<file path="src/rtl/sxm_pkg.sv">
package sxm_pkg;
  localparam int FUNC_W   = 5;
  localparam int BSEL_W   = 2;
  localparam logic [BSEL_W-1:0] BSEL_REQ = 2'd1;

  localparam logic [FUNC_W-1:0] FC_BSUM0    = 5'h08;
  localparam logic [FUNC_W-1:0] FC_BSUM1    = 5'h09;
  localparam logic [FUNC_W-1:0] FC_SSIG0_LO = 5'h0a;
  localparam logic [FUNC_W-1:0] FC_SSIG1_LO = 5'h0b;
  localparam logic [FUNC_W-1:0] FC_SSIG0_HI = 5'h0e;
  localparam logic [FUNC_W-1:0] FC_SSIG1_HI = 5'h0f;

  typedef enum logic [2:0] {
    OP_NONE,
    OP_BSUM0,
    OP_BSUM1,
    OP_SSIG0_LO,
    OP_SSIG1_LO,
    OP_SSIG0_HI,
    OP_SSIG1_HI
  } op_e;
endpackage

</file>
<file path="src/rtl/sxm_decode.sv">
module sxm_decode
  import sxm_pkg::*;
(
  input  logic [FUNC_W-1:0] func_code,
  input  logic [BSEL_W-1:0] byte_sel,
  output op_e               op,
  output logic              bad
);
  always_comb begin
    op = OP_NONE;
    if (byte_sel == BSEL_REQ) begin
      case (func_code)
        FC_BSUM0:    op = OP_BSUM0;
        FC_BSUM1:    op = OP_BSUM1;
        FC_SSIG0_LO: op = OP_SSIG0_LO;
        FC_SSIG1_LO: op = OP_SSIG1_LO;
        FC_SSIG0_HI: op = OP_SSIG0_HI;
        FC_SSIG1_HI: op = OP_SSIG1_HI;
        default:     op = OP_NONE;
      endcase
    end
    bad = (op == OP_NONE);
  end
endmodule

</file>
<file path="src/rtl/sxm_mix.sv">
module sxm_mix
  import sxm_pkg::*;
#(
  parameter int W = 32
) (
  input  op_e          op,
  input  logic [W-1:0] a,
  input  logic [W-1:0] b,
  output logic [W-1:0] y
);
  // Terms shared by the high/low forms of each small-sigma function
  logic [W-1:0] s0_core, s1_core;

  always_comb begin
    s0_core = (a >> 1) ^ (a >> 7) ^ (a >> 8) ^ (b << 31) ^ (b << 24);
    s1_core = (a << 3) ^ (a >> 6) ^ (a >> 19) ^ (b >> 29) ^ (b << 13);
    case (op)
      OP_BSUM0:    y = (a << 25) ^ (a << 30) ^ (a >> 28) ^
                       (b >> 7) ^ (b >> 2) ^ (b << 4);
      OP_BSUM1:    y = (a << 23) ^ (a >> 14) ^ (a >> 18) ^
                       (b >> 9) ^ (b << 18) ^ (b << 14);
      OP_SSIG0_HI: y = s0_core;
      OP_SSIG0_LO: y = s0_core ^ (b << 25);
      OP_SSIG1_HI: y = s1_core;
      OP_SSIG1_LO: y = s1_core ^ (b << 26);
      default:     y = '0;
    endcase
  end
endmodule

</file>
<file path="src/rtl/sxm_unit.sv">
module sxm_unit
  import sxm_pkg::*;
#(
  parameter int WORD_W = 32
) (
  input  logic              clk,
  input  logic              rst,
  input  logic              in_valid,
  input  logic [FUNC_W-1:0] func_code,
  input  logic [BSEL_W-1:0] byte_sel,
  input  logic [WORD_W-1:0] word_a,
  input  logic [WORD_W-1:0] word_b,
  output logic              out_valid,
  output logic [WORD_W-1:0] result,
  output logic              illegal
);
  op_e               op;
  logic              bad;
  logic [WORD_W-1:0] mixed;

  sxm_decode u_dec (
    .func_code (func_code),
    .byte_sel  (byte_sel),
    .op        (op),
    .bad       (bad)
  );

  sxm_mix #(.W(WORD_W)) u_mix (
    .op (op),
    .a  (word_a),
    .b  (word_b),
    .y  (mixed)
  );

  always_ff @(posedge clk) begin
    if (rst) begin
      out_valid <= 1'b0;
      result    <= '0;
      illegal   <= 1'b0;
    end else begin
      out_valid <= in_valid;
      if (in_valid) begin
        result  <= bad ? '0 : mixed;
        illegal <= bad;
      end
    end
  end
endmodule

</file>
<file path="config.mk">
export PLATFORM = sky130hd
export DESIGN_NAME = sxm_unit
export DESIGN_NICKNAME = d
export VERILOG_FILES = /design/src/rtl/sxm_pkg.sv /design/src/rtl/sxm_decode.sv /design/src/rtl/sxm_mix.sv /design/src/rtl/sxm_unit.sv
export SDC_FILE = /design/constraint.sdc
export NUM_CORES = 1
export LEC_CHECK = 0
export ABC_CLOCK_PERIOD_IN_PS = 5500
export BUFFER_PORTS_ARGS = -buffer_cell sky130_fd_sc_hd__buf_4
export CAP_MARGIN = 40
export CORE_UTILIZATION = 62
export CTS_BUF_LIST = sky130_fd_sc_hd__clkbuf_2
export DETAILED_ROUTE_END_ITERATION = 10
export MAX_ROUTING_LAYER = met4
export PLACE_DENSITY = 0.89
export SLEW_MARGIN = 40
export SYNTH_ARGS = -nofsm -noshare
export SYNTH_HDL_FRONTEND = slang
export SYNTH_HIERARCHICAL = 1
export SYNTH_SLANG_ARGS = --single-unit
</file>
<file path="constraint.sdc">
create_clock -name clk -period 5.5 [get_ports clk]
set_input_delay 1.1 -clock clk [delete_from_list [all_inputs] [get_ports clk]]
set_output_delay 1.1 -clock clk [all_outputs]
set_load 0.02 [all_outputs]
</file>
==> metrics.txt <==
Root Buffer=clkbuf_2; total iterations of the first detailed-routing run=5; Hold Slack=481 ps; R2R cell count=2; detailed placement HPWL=12600 um; layout cell share with drive strength beyond 1=0.240; leak pwr=1.93 nW; Netlist cell types=40; FMAX=290 MHz; Worst Setup End Kind=flop; Slew HR=0.438; leading post-synthesis cells by cell area=xnor2_1, dfxtp_1, xor2_1; placed inst area=0.00543 sq mm; row count=32; MaxCap Viol Count=0; max-slew violation count=0; status=finished, final reports clean; Place WS=1600 ps; I/O Buffers=107; area leader, netlist=xnor2_1; total gr overflow=0; synthesized area=0.00495 sq mm; sequential area share after synthesis=0.137; Total GRT Usage=0.414; met3 Use GR=0.0838; initial antenna violation count=0; H-tree Lvls=2; EDFF count, synth=0; io pins=108; top-area cell type share of the netlist area=0.375; end of the worst register-to-register path=result[12]; mux contribution to synthesized area=0.00202; busiest grt layer=met2; Final Cycle Share=0.628; first-pass GRT wire length=25000 um; clk sink count=34; top-count cell post-synth=xnor2_1; post-layout worst setup margin=2050 ps; setup tns final=0 ps; GP Congestion=1.04; syn_area_per_cell=8.48 sq um; Worst-Margin Slew=842 ps; RR Startpoint=result[12]; CP arrival=3790 ps; Post-CTS Setup Bufs=0; met1 Use GR=0.529; routed len/inst=23.7 um; Hold EP=result[25]; Layout area overhead=10.5%; initial DRC count=625; count of final setup violators=0; Ys Warns=6; Synth Area in Simple Gates=0.153; Final #Nets=695; clock-pin slew on the worst setup and hold paths=180 ps; final WL=17100 um; Post-Synth XOR/XNOR Area=0.451; vias=4564; ys async rst share=0; critical path class=in2reg; n_diodes=0; Top FF cell, synth=dfxtp_1; total die area=0.00835 sq mm; Hold Crit Class=reg2reg; largest net degree at the start of global routing=67; Longest Clk Path Bufs=2; Post-DRT Antenna Nets=0; DRC=0; Vias/cell=6.30; Mapped Cells=584; CTS buffer count=5; Die X=91.4 um; Core Box Area=0.00773 sq mm; required time worst endpoint=5840 ps; Pwr per Cell Area=144 mW/mm^2; post-synthesis compound-gate area fraction=0.157; initial core utilization=0.641; startpoint types=input port; Hold Buf Count CTS=0; vias in the first global route=4206; Worst Path Max Fanout=34; Worst Skew=0 ps; Fin. Hold Viols=0; Post-synth top cells=xnor2_1, buf_2, xor2_1, dfxtp_1, nand2b_1; cell area after layout=0.00548 sq mm; Post-CTS Resized=0; Post-Synthesis Net Count=658; min-delay src=result[25]; RSZ-0062 raised after global routing=no; Clock Latency Late Sink=380 ps; Die Ht=91.4 um; FF+latch count, synth=34; grt met2 use=0.611; largest family of logic cells by synthesized area=XOR/XNOR gates; CTS tree=done; adder-cell share of the synthesized area=0; min cycle time layout=3450 ps; hold depth=2; Util after Layout=0.709; maximum vdd ir drop=68.1 uV; r2r setup slk=4810 ps
[critical path: stages]
cell	delay [ps]
buf_4	110
nand4bb_4	240
a21o_2	400
nor2_2	460
inv_1	290
nor3_4	310
buf_6	220
buf_6	170
a22oi_1	100
nand2_1	130
nand3b_4	80
a21oi_1	160
[layout by cell type (no fill, tap or decap), types with 2 or more instances in the layout]
| cell type | n |
|---|---|
| a221o_1 | 21 |
| a21oi_2 | 9 |
| nand3b_1 | 24 |
| o211ai_1 | 3 |
| dfxtp_1 | 34 |
| nand2_1 | 10 |
| nand3b_2 | 9 |
| nor2b_1 | 2 |
| a22oi_1 | 12 |
| nor2_2 | 4 |
| xnor2_1 | 212 |
| a32oi_1 | 3 |
| buf_4 | 108 |
| inv_1 | 2 |
| nand3_1 | 7 |
| xor2_1 | 43 |
| and2b_1 | 3 |
| o22ai_1 | 24 |
| nor2_1 | 4 |
| a21oi_1 | 30 |
| buf_6 | 2 |
| clkbuf_2 | 6 |
| nand2b_4 | 2 |
| nand2b_1 | 32 |
[per-layer routing]
layer	vias to the layer above	share of wire	routed length, um
li1	2000	-	-
met1	2077	0.39	6690
met2	424	0.43	7280
met3	63	0.13	2310
met4	0	0.049	844
met5	-	0	0
[how the worst max path moves through the flow]
| stage | startpoint | slack [ps] | to |
|---|---|---|---|
| floorplan | byte_sel[1] | 2750 | result[24] |
| global placement | byte_sel[1] | 1270 | result[31] |
| detailed placement | byte_sel[1] | 1600 | result[3] |
| CTS | byte_sel[1] | 2020 | result[24] |
| global route | byte_sel[1] | 1990 | result[4] |
| finish | byte_sel[1] | 2050 | result[3] |
[area by class of cell]
cell class              instances  area (sq um)
multi-input cells             468          3790
repair buffers                110           833
fillers                       646          2250
clock inverters                 2          8.76
flip-flops and latches         34           681
inverters                       2          7.51
well taps                     102           128
clock buffers                   6          30.0
[per-stage QoR]
step           std cells  total power [mW]
3_5_place_dp         716             0.662
4_1_cts              724             0.779
6_report             724             0.790
2_1_floorplan        584             0.563
5_1_grt              724             0.815
3_3_place_gp         714             0.659
[where the power goes]
part           internal [mW]  total, mW  switching, mW
clock network         0.0313      0.119         0.0878
registers              0.248      0.248       0.000510
logic                  0.196      0.423          0.227
[flip-flops by register name, summed over array words and instances (netlist names)]
| name | count |
|---|---|
| result | 32 |
| out_valid | 1 |
| illegal | 1 |
[cell families (layout without fill, tap and decap cells)]
family	count (synthesis)	count (layout)
xor gates and xnor gates	255	255
buffers and inverters	82	120
muxes	1	1
and+or+nand+nor	104	104
AOI/OAI and AO/OA	108	108
DFF	34	34
(Power assumes the default switching activity.)
